--- src/rtl/xbus_pkg.sv ---
package xbus_pkg;
   localparam int HW = 16;

   typedef enum logic [2:0] {
      ST_TI, ST_TH, ST_TA, ST_TS, ST_TW1, ST_TW2, ST_TB1
   } xst_e;

   localparam logic [1:0] SZ_BYTE = 2'b00;
   localparam logic [1:0] SZ_HALF = 2'b01;
   localparam logic [1:0] SZ_WORD = 2'b10;
endpackage

--- src/rtl/xbus_ctl.sv ---
module xbus_ctl import xbus_pkg::*; #(
   parameter int BEATS = 8
) (
   input  logic       clk,
   input  logic       rst,
   input  logic       req_valid,
   input  logic       req_ok,
   input  logic       req_burst,
   input  logic [1:0] req_size,
   input  logic       hold_req,
   input  logic       bus_ready,
   output xst_e       st,
   output logic       launch,
   output logic       cap,
   output logic       cap_hi,
   output logic       cap_solo,
   output logic       adv,
   output logic       done,
   output logic       err
);
   localparam int KW = $clog2(BEATS);

   xst_e          st_q, st_d;
   logic          burst_q, word_q, second_q;
   logic [KW-1:0] beat_q;
   logic          data_st, last_b, fin, reject;

   assign st      = st_q;
   assign data_st = (st_q == ST_TS) || (st_q == ST_TW1) || (st_q == ST_TW2) || (st_q == ST_TB1);
   assign cap     = data_st && bus_ready;
   assign last_b  = (beat_q == KW'(BEATS - 1));
   assign fin     = cap && ((st_q == ST_TS) || (st_q == ST_TW2) || ((st_q == ST_TB1) && last_b));
   assign adv     = cap && !fin;
   assign cap_solo = cap && (st_q == ST_TS);
   assign cap_hi  = cap && ((st_q == ST_TW2) || ((st_q == ST_TB1) && beat_q[0]));
   assign launch  = (st_q == ST_TI) && !hold_req && req_valid && req_ok;
   assign reject  = (st_q == ST_TI) && !hold_req && req_valid && !req_ok;

   always_comb begin
      st_d = st_q;
      unique case (st_q)
         ST_TI:  if (hold_req) st_d = ST_TH;
                 else if (launch) st_d = ST_TA;
         ST_TH:  if (!hold_req) st_d = ST_TI;
         ST_TA:  if (second_q) st_d = ST_TW2;
                 else if (burst_q) st_d = ST_TB1;
                 else if (word_q) st_d = ST_TW1;
                 else st_d = ST_TS;
         ST_TW1: if (cap) st_d = ST_TA;
         ST_TS, ST_TW2, ST_TB1:
                 if (fin) st_d = hold_req ? ST_TH : ST_TI;
         default: st_d = ST_TI;
      endcase
   end

   always_ff @(posedge clk) begin
      if (rst) begin
         st_q     <= ST_TI;
         burst_q  <= 1'b0;
         word_q   <= 1'b0;
         second_q <= 1'b0;
         beat_q   <= '0;
         done     <= 1'b0;
         err      <= 1'b0;
      end else begin
         st_q <= st_d;
         done <= fin;
         err  <= reject;
         if (launch) begin
            burst_q  <= req_burst;
            word_q   <= (req_size == SZ_WORD);
            second_q <= 1'b0;
            beat_q   <= '0;
         end
         if ((st_q == ST_TW1) && cap) second_q <= 1'b1;
         if ((st_q == ST_TB1) && adv) beat_q <= beat_q + 1'b1;
      end
   end

   assert_hold_wins_R2: assert property (@(posedge clk) disable iff (rst)
      (st_q == ST_TI && hold_req) |=> (st_q == ST_TH));

   assert_word_second_R8: assert property (@(posedge clk) disable iff (rst)
      (st_q == ST_TW1 && bus_ready) |=> (st_q == ST_TA));
endmodule

--- src/rtl/xbus_dpath.sv ---
module xbus_dpath import xbus_pkg::*; #(
   parameter int AW        = 32,
   parameter int BEATS     = 8,
   parameter int ALN       = 4,
   parameter bit BYTE_REPL = 1'b1
) (
   input  logic                clk,
   input  logic                rst,
   input  logic                launch,
   input  logic                adv,
   input  xst_e                st,
   input  logic [AW-1:0]       req_addr,
   input  logic [1:0]          req_size,
   input  logic                req_write,
   input  logic                req_io,
   input  logic                req_burst,
   input  logic [BEATS*HW-1:0] req_wdata,
   output logic                req_ok,
   output logic [AW-1:0]       bus_addr,
   output logic [1:0]          bus_be,
   output logic                bus_oe,
   output logic [HW-1:0]       bus_wdata,
   output logic                bus_wr,
   output logic                bus_io,
   output logic                cur_byte,
   output logic                cur_lane,
   output logic                cur_read
);
   localparam int KW = $clog2(BEATS);

   logic [AW-1:0]       r_addr;
   logic [1:0]          r_size;
   logic                r_wr, r_io, r_burst;
   logic [BEATS*HW-1:0] r_wd;
   logic [KW-1:0]       r_k;
   logic [HW-1:0]       byte_word, hw_sel;
   logic                data_st;

   assign req_ok = !(req_burst && (req_io || (req_addr[ALN-1:0] != '0)));

   always_ff @(posedge clk) begin
      if (rst) begin
         r_addr  <= '0;
         r_size  <= SZ_BYTE;
         r_wr    <= 1'b0;
         r_io    <= 1'b0;
         r_burst <= 1'b0;
         r_wd    <= '0;
         r_k     <= '0;
      end else if (launch) begin
         r_addr  <= req_addr;
         r_size  <= req_size;
         r_wr    <= req_write;
         r_io    <= req_io;
         r_burst <= req_burst;
         r_wd    <= req_wdata;
         r_k     <= '0;
      end else if (adv) begin
         r_addr  <= r_addr + AW'(2);
         r_k     <= r_k + 1'b1;
      end
   end

   generate
      if (BYTE_REPL) begin : g_repl
         assign byte_word = {2{r_wd[7:0]}};
      end else begin : g_shift
         assign byte_word = r_addr[0] ? {r_wd[7:0], 8'h00} : {8'h00, r_wd[7:0]};
      end
   endgenerate

   assign cur_byte  = (r_size == SZ_BYTE) && !r_burst;
   assign cur_lane  = r_addr[0];
   assign cur_read  = !r_wr;
   assign hw_sel    = r_wd[r_k*HW +: HW];
   assign data_st   = (st == ST_TS) || (st == ST_TW1) || (st == ST_TW2) || (st == ST_TB1);
   assign bus_addr  = r_addr;
   assign bus_wr    = r_wr;
   assign bus_io    = r_io;
   assign bus_be    = cur_byte ? (r_addr[0] ? 2'b10 : 2'b01) : 2'b11;
   assign bus_wdata = cur_byte ? byte_word : hw_sel;
   assign bus_oe    = r_wr && (data_st || ((st == ST_TA) && !r_burst));

   assert_addr_step_R9: assert property (@(posedge clk) disable iff (rst)
      (adv && !launch) |=> (r_addr == $past(r_addr) + AW'(2)));
endmodule

--- src/rtl/xbus_rasm.sv ---
module xbus_rasm import xbus_pkg::*; (
   input  logic          clk,
   input  logic          rst,
   input  logic          cap,
   input  logic          cap_hi,
   input  logic          cap_solo,
   input  logic          cur_byte,
   input  logic          cur_lane,
   input  logic          cur_read,
   input  logic [HW-1:0] bus_rdata,
   output logic          rd_valid,
   output logic [31:0]   rd_data
);
   logic [HW-1:0] lo_q;
   logic [7:0]    lane_b;

   assign lane_b = cur_lane ? bus_rdata[15:8] : bus_rdata[7:0];

   always_ff @(posedge clk) begin
      if (rst) begin
         lo_q     <= '0;
         rd_valid <= 1'b0;
         rd_data  <= '0;
      end else begin
         rd_valid <= 1'b0;
         if (cap && !cap_hi && !cap_solo) lo_q <= bus_rdata;
         if (cur_read && cap_solo) begin
            rd_valid <= 1'b1;
            rd_data  <= cur_byte ? {24'h0, lane_b} : {16'h0, bus_rdata};
         end
         if (cur_read && cap_hi) begin
            rd_valid <= 1'b1;
            rd_data  <= {bus_rdata, lo_q};
         end
      end
   end
endmodule

--- src/rtl/xbus_seq.sv ---
module xbus_seq import xbus_pkg::*; #(
   parameter int AW          = 32,
   parameter int BURST_WORDS = 4,
   parameter bit BYTE_REPL   = 1'b1
) (
   input  logic                     clk,
   input  logic                     rst,
   input  logic                     req_valid,
   input  logic [AW-1:0]            req_addr,
   input  logic [1:0]               req_size,
   input  logic                     req_write,
   input  logic                     req_io,
   input  logic                     req_burst,
   input  logic [32*BURST_WORDS-1:0] req_wdata,
   output logic                     rd_valid,
   output logic [31:0]              rd_data,
   output logic                     done,
   output logic                     err,
   output logic                     bus_strb,
   output logic                     bus_cs,
   output logic                     bus_io,
   output logic                     bus_wr,
   output logic [AW-1:0]            bus_addr,
   output logic [1:0]               bus_be,
   output logic                     bus_oe,
   output logic [15:0]              bus_wdata,
   input  logic [15:0]              bus_rdata,
   input  logic                     bus_ready,
   input  logic                     hold_req,
   output logic                     hold_ack
);
   localparam int BEATS = BURST_WORDS * 2;
   localparam int ALN   = $clog2(BURST_WORDS * 4);

   generate
      if (BURST_WORDS < 1 || (BURST_WORDS & (BURST_WORDS - 1)) != 0) begin : g_bad_words
         $error("BURST_WORDS must be a power of two");
      end
      if (AW <= ALN) begin : g_bad_aw
         $error("AW too small for burst alignment");
      end
   endgenerate

   xst_e st;
   logic launch, cap, cap_hi, cap_solo, adv, req_ok;
   logic cur_byte, cur_lane, cur_read;

   xbus_ctl #(.BEATS(BEATS)) i_ctl (
      .clk(clk), .rst(rst), .req_valid(req_valid), .req_ok(req_ok),
      .req_burst(req_burst), .req_size(req_size), .hold_req(hold_req),
      .bus_ready(bus_ready), .st(st), .launch(launch), .cap(cap),
      .cap_hi(cap_hi), .cap_solo(cap_solo), .adv(adv), .done(done), .err(err)
   );

   xbus_dpath #(.AW(AW), .BEATS(BEATS), .ALN(ALN), .BYTE_REPL(BYTE_REPL)) i_dpath (
      .clk(clk), .rst(rst), .launch(launch), .adv(adv), .st(st),
      .req_addr(req_addr), .req_size(req_size), .req_write(req_write),
      .req_io(req_io), .req_burst(req_burst), .req_wdata(req_wdata),
      .req_ok(req_ok), .bus_addr(bus_addr), .bus_be(bus_be), .bus_oe(bus_oe),
      .bus_wdata(bus_wdata), .bus_wr(bus_wr), .bus_io(bus_io),
      .cur_byte(cur_byte), .cur_lane(cur_lane), .cur_read(cur_read)
   );

   xbus_rasm i_rasm (
      .clk(clk), .rst(rst), .cap(cap), .cap_hi(cap_hi), .cap_solo(cap_solo),
      .cur_byte(cur_byte), .cur_lane(cur_lane), .cur_read(cur_read),
      .bus_rdata(bus_rdata), .rd_valid(rd_valid), .rd_data(rd_data)
   );

   assign bus_strb = (st == ST_TA);
   assign bus_cs   = (st != ST_TI) && (st != ST_TH);
   assign hold_ack = (st == ST_TH);

   assert_strobe_once_R4: assert property (@(posedge clk) disable iff (rst)
      bus_strb |=> !bus_strb);

   assert_wait_stable_R6: assert property (@(posedge clk) disable iff (rst)
      (bus_cs && !bus_strb && !bus_ready) |=> (bus_cs && $stable(bus_addr) && $stable(bus_wdata)));

   assert_done_after_ready_R8: assert property (@(posedge clk) disable iff (rst)
      done |-> $past(bus_ready));

   assert_reject_quiet_R10: assert property (@(posedge clk) disable iff (rst)
      err |-> (!bus_cs && !bus_strb));

   assert_hold_quiet_R2: assert property (@(posedge clk) disable iff (rst)
      hold_ack |-> (!bus_cs && !bus_oe));
endmodule

--- config.mk ---
export PLATFORM = sky130hd
export DESIGN_NAME = xbus_seq
export DESIGN_NICKNAME = d
export VERILOG_FILES = /design/src/rtl/xbus_pkg.sv /design/src/rtl/xbus_ctl.sv /design/src/rtl/xbus_dpath.sv /design/src/rtl/xbus_rasm.sv /design/src/rtl/xbus_seq.sv
export SDC_FILE = /design/constraint.sdc
export NUM_CORES = 1
export LEC_CHECK = 0
export CAP_MARGIN = 0
export CORE_AREA = 2 2 188 190
export CTS_BUF_LIST = sky130_fd_sc_hd__clkbuf_8 sky130_fd_sc_hd__clkbuf_16
export DETAILED_ROUTE_END_ITERATION = 10
export DIE_AREA = 0 0 190 192
export SYNTH_ARGS = -nofsm -noshare
export SYNTH_HDL_FRONTEND = slang
export SYNTH_SLANG_ARGS = --single-unit
--- constraint.sdc ---
create_clock -name clk -period 5.52 [get_ports clk]
set_clock_uncertainty 0.15 [all_clocks]
set_input_delay 0.828 -clock clk [delete_from_list [all_inputs] [get_ports clk]]
set_output_delay 0.828 -clock clk [all_outputs]
set_load 0.01 [all_outputs]
## Word level (Yosys, flattened, before mapping)

Cells that the tools add are included.

- Word-level logic and storage cells: 106
- Bits of input ports: 186
- Bits in registers: 227

- Add/subtract/negate cells: 3
- Multiplexer cells: 25
- Reduce and logical (&&, ||, !) cells: 48
- Equality and inequality tests: 13
- Shifts and indexed selects: 1

Operators with widths:

| kind | count |
|---|---|
| $mux 32 | 4 |
| $shiftx 128x8->16 | 1 |
| $add 32x2->32 const B | 1 |
| $mux 16 | 2 |
| $mux 3 | 10 |
| $logic_and 1x1->1 | 22 |
| $pmux 3 s5 | 1 |
| $eq 3x3->1 const B | 4 |
| $logic_or 1x1->1 | 8 |
| $mux 8 | 1 |
| $reduce_bool 2->1 | 4 |
| $logic_not 1->1 | 7 |
| $add 3x1->3 const B | 2 |
| $eq 3x2->1 const B | 2 |
| $mux 1 | 5 |
| $mux 2 | 2 |
| $ne 2x1->1 const B | 2 |
| $reduce_and 4->1 | 1 |
| $reduce_bool 4->1 | 1 |
| $eq 3x1->1 const B | 1 |
| $logic_not 3->1 | 1 |
| $ne 3x1->1 const B | 1 |
| $ne 3x2->1 const B | 1 |
| $reduce_bool 3->1 | 1 |
| other kinds (5) | 5 |

## Longest topological paths before layout

- Depth after elaboration: 10
- Mapped depth: 8
- Mapped depth without buffers: 7

## Cells and area by module

Synthesis repeated with hierarchy kept, for this count alone.

- Cells, all modules: 1099
- Area, all modules: 10659.0 µm²

Modules (own cells, without submodules):

| module | area each (µm²) | instances | cells an instance |
|---|---|---|---|
| xbus_dpath | 7876.3 | 1 | 796 |
| xbus_rasm | 2079.5 | 1 | 220 |
| xbus_ctl | 681.9 | 1 | 80 |
| xbus_seq | 21.3 | 1 | 3 |

## Worst setup path after synthesis

OpenSTA, ideal clock, no wires.

- Kind: register to output
- From: reg i_dpath.r_k[0]
- To: out bus_wdata[10]
- Path buffers: 2
- Setup slack: 2.874 ns
- Arrival: 1.668 ns
- Stages on the path, launching flop included: 6
- Data required time: 4.542 ns
- Cells stage by stage: dfxtp_1 clkbuf_1 buf_2 mux4_2 mux2i_1 a21oi_1

- Word-level cells in the longest chain between the ends: 2

RTL lines:

| what | line | source |
|---|---|---|
| start, declared | xbus_dpath.sv:35 | `logic [KW-1:0] r_k;` |
| start signal, assigned | xbus_dpath.sv:60 | `r_k <= r_k + 1'b1;` |
| $shiftx 128x8->16 | xbus_dpath.sv:75 | `assign hw_sel = r_wd[r_k*HW +: HW];` |
| $mux 16 | xbus_dpath.sv:81 | `assign bus_wdata = cur_byte ? byte_word : hw_sel;` |
| end, declared | xbus_seq.sv:26 | `output logic [15:0] bus_wdata,` |

No other way between the ends.

## Worst setup path in the final report

- From: reg i_dpath.r_k[0]
- To: out bus_wdata[14]

Same word-level chain as after synthesis.

==> run_results.csv <==
group,metric,value,unit
min_path,hold_class,"reg -> reg",
cts,clkTransAtPathRegs,0.06,ns
synthesis,ys_warn_count,0,
power,powerDensity,300,nW/µm²
synthesis,async_flop_share,0,%
power,ir_worst_vdd,0.000195,V
global_routing,antenna_found_initial,8,
synthesis,netlist_area,10200,µm²
synthesis,syn_inst,1218,
setup_path,crit_chain,"buf_4, mux4_2, mux2i_1, a21oi_1, clkdlybuf4s50_1",
final_layout,fin_cells,1909,
synthesis,synth_ff_type,"dfxtp_1",
final_layout,drive_gt1_share,8.62,%
status,status,"finished clean",
cts,cts_tree,"done",
global_routing,grt_pass1_vias,9260,
setup_path,required,4.54,ns
sta,min_period,4.02,ns
sta,timing.slew.headroom,24.2,%
sta,worstMarginPinSlew,1.13,ns
setup_path,cpMaxStageDelayCell,"dfxtp_2",
sta,rsz0062_at_grt,"no",
detailed_routing,drtIter0Drc,768,
cts,cts_inserted_buffers,26,
detailed_routing,first_pass_iters,5,
setup_path,cp.arrival,3.05,ns
global_routing,grt_first_pass_wirelength,53700,µm
cts,root_buffer,"clkbuf_16",
setup_path,endpoint_kind,"primary output",
cts,clock_latency,0.53,ns
global_routing,grtUsageTotal,18.7,%
floorplanning,core,34300,µm²
floorplanning,die_w,190,µm
sta,drv_slew,0,
synthesis,synthTopCellsByArea,"dfxtp_1, nand2_1, a21oi_1",
sta,period_share,72.9,%
placement,port_buffers,276,
floorplanning,ios,277,
sta,finalSetupViolCount,0,
detailed_routing,drc,0,
floorplanning,dieHeight,192,µm
setup_path,critPathLaunchType,"register",
detailed_routing,routedWlPerCell,18.5,µm
synthesis,ys_types,57,
placement,routabilityCongestion,0.873,
sta,hold_violations,0,
sta,fin_setup_tns,0,ns
setup_path,critical_path_class,"reg -> out",
detailed_routing,via_per_inst,5.05,
synthesis,ys_ff_latch,227,
synthesis,synth_top_area_cell,"dfxtp_1",
cts,clk_path_buf_depth,3,
synthesis,syn_nets,1408,
placement,placedCellCount,1859,
final_layout,area_growth,38.4,%
global_routing,grt_start_max_net_pins,191,
run,max_cap_viol_count,0,
synthesis,ys_seq_area_share,44.6,%
detailed_routing,vias,9645,
placement,place_hpwl,24900,µm
setup_path,cp_max_fo,18,
synthesis,synth_top_cell_area_share,44.6,%
synthesis,synth_edf_count,0,
cts,cts_hold_buf,0,
final_layout,nets,1622,
global_routing,grt_overflow,0,
sta,max_freq,249,MHz
floorplanning,die-area,36500,µm²
cts,clock-sinks,227,
floorplanning,initial_core_util,29.7,%
setup_path,max_stage_delay,0.73,ns
cts,h-tree-depth,1,
power,power_leakage,4.69,nW
detailed_routing,drtAntennaViolNets,0,
detailed_routing,totalWireLength,35300,µm
cts,cts-resized-gates,0,
cts,post_cts_buffers,0,
floorplanning,rows,68,
synthesis,syn_area_per_cell,8.37,µm²
per-stage QoR:
step	hold slack, ns	utilization, %	setup WS (ns)	instance area [µm²]	total power (W)
2_1_floorplan	0.283	-	2.87	10200	0.00206
3_5_place_dp	0.297	38.4	2.00	13200	0.00238
4_1_cts	0.305	41.1	1.41	14100	0.00428
6_report	0.301	41.2	1.50	14100	0.00423
5_1_grt	0.324	41.2	1.28	14100	0.00439
3_3_place_gp	0.290	38.4	2.01	13200	0.00238
layout make-up:
class | instances | area (µm²)
inverter | 7 | 26.3
clock inverter | 15 | 205
multi-input combinational | 884 | 5160
clock buffer | 31 | 731
fill | 3418 | 20200
sequential | 227 | 4550
timing repair buffer | 286 | 2870
antenna | 4 | 10.0
tap | 455 | 569
state kept, by name (all words and copies together), names as in the netlist:
signal and cells:
i_rasm.lo_q 16, i_ctl.st 3, i_ctl.err 1, i_ctl.word_q 1, i_dpath.r_k 3, i_rasm.rd_data 32, i_dpath.r_wd 128, i_rasm.rd_valid 1
i_ctl.burst_q 1, i_dpath.bus_addr 32, i_ctl.done 1, i_ctl.second_q 1, i_dpath.bus_wr 1, i_dpath.bus_io 1, i_ctl.beat_q 3, i_dpath.r_size 2
power by group:
part           total (W)  internal [W]  switching (W)
logic           0.000570      0.000295       0.000275
registers        0.00177       0.00170      0.0000692
clock network    0.00188       0.00117       0.000714
total            0.00423       0.00317        0.00106
cell families after synthesis:
kind of cell             synth area share (%)
AND/OR/NAND/NOR                          22.7
AO/OA/AOI/OAI                            16.6
flip-flops                               44.6
buffers and inverters                    4.96
multiplexers                             8.74
XOR/XNOR                                 1.98
adder cells (fa/ha/maj)                 0.491
critical path: cells and delay by family, from the launching register on:
| family | cells | cell delay (ns) |
|---|---|---|
| buffers and inverters | 2 | 0.97 |
| flip-flops | 1 | 0.73 |
| multiplexers | 2 | 0.73 |
| AO/OA/AOI/OAI | 1 | 0.10 |
cell usage after synthesis, types with 7 or more instances:
library cell,number
xor2_1,9
clkbuf_1,56
a211oi_2,20
a221oi_1,7
and4_1,8
nor4_1,8
nor2_1,64
buf_2,25
o21ai_0,7
nand3_1,53
a311oi_1,9
buf_4,11
nand4_1,9
and3_1,12
nand2_1,345
mux2i_1,17
nor3_1,12
a21oi_1,202
mux4_2,32
xnor2_1,14
dfxtp_1,227
worst paths after layout:
check | startpoint | endpoint | slack (ns) | cells past startpoint
worst min register to register | i_dpath.r_wd[9] | i_dpath.r_wd[9] | 0.30 | 2
worst min-delay path | i_dpath.r_wd[9] | i_dpath.r_wd[9] | 0.30 | 2
worst max-delay path | i_dpath.r_k[0] | bus_wdata[14] | 1.50 | 5
worst max register to register | i_ctl.st[1] | i_dpath.r_wd[53] | 2.81 | 6
routing by layer:
metal	GRT usage (%)	wire, µm
met5	0	36
met2	29.6	16300
met3	3.45	2220
met4	6.74	954
met1	25.4	15900
cell usage in the layout, fill, tap and decap left out, drive strengths merged, types with 3 or more instances in the layout:
master	netlist	final
clkdlybuf4s50	0	275
a21oi	202	202
a221oi	7	7
nand3b	3	3
clkinv	0	4
or3	3	3
ha	4	4
or2	3	3
nand3	53	53
xnor2	14	14
diode	0	4
nor2	64	64
bufinv	0	5
nor2b	4	4
nor3	12	12
a311oi	9	9
xor2	9	9
buf	43	10
nand4	10	10
mux4	32	32
nor4	10	10
o221a	3	3
o21ai	8	8
and4	8	8
and3	12	12
a211oi	26	26
nand2	345	345
inv	7	11
dfxtp	227	227
mux2i	17	17
clkbuf	57	32
a2111oi	4	4
Note: power is estimated with default switching activity, not from simulation.
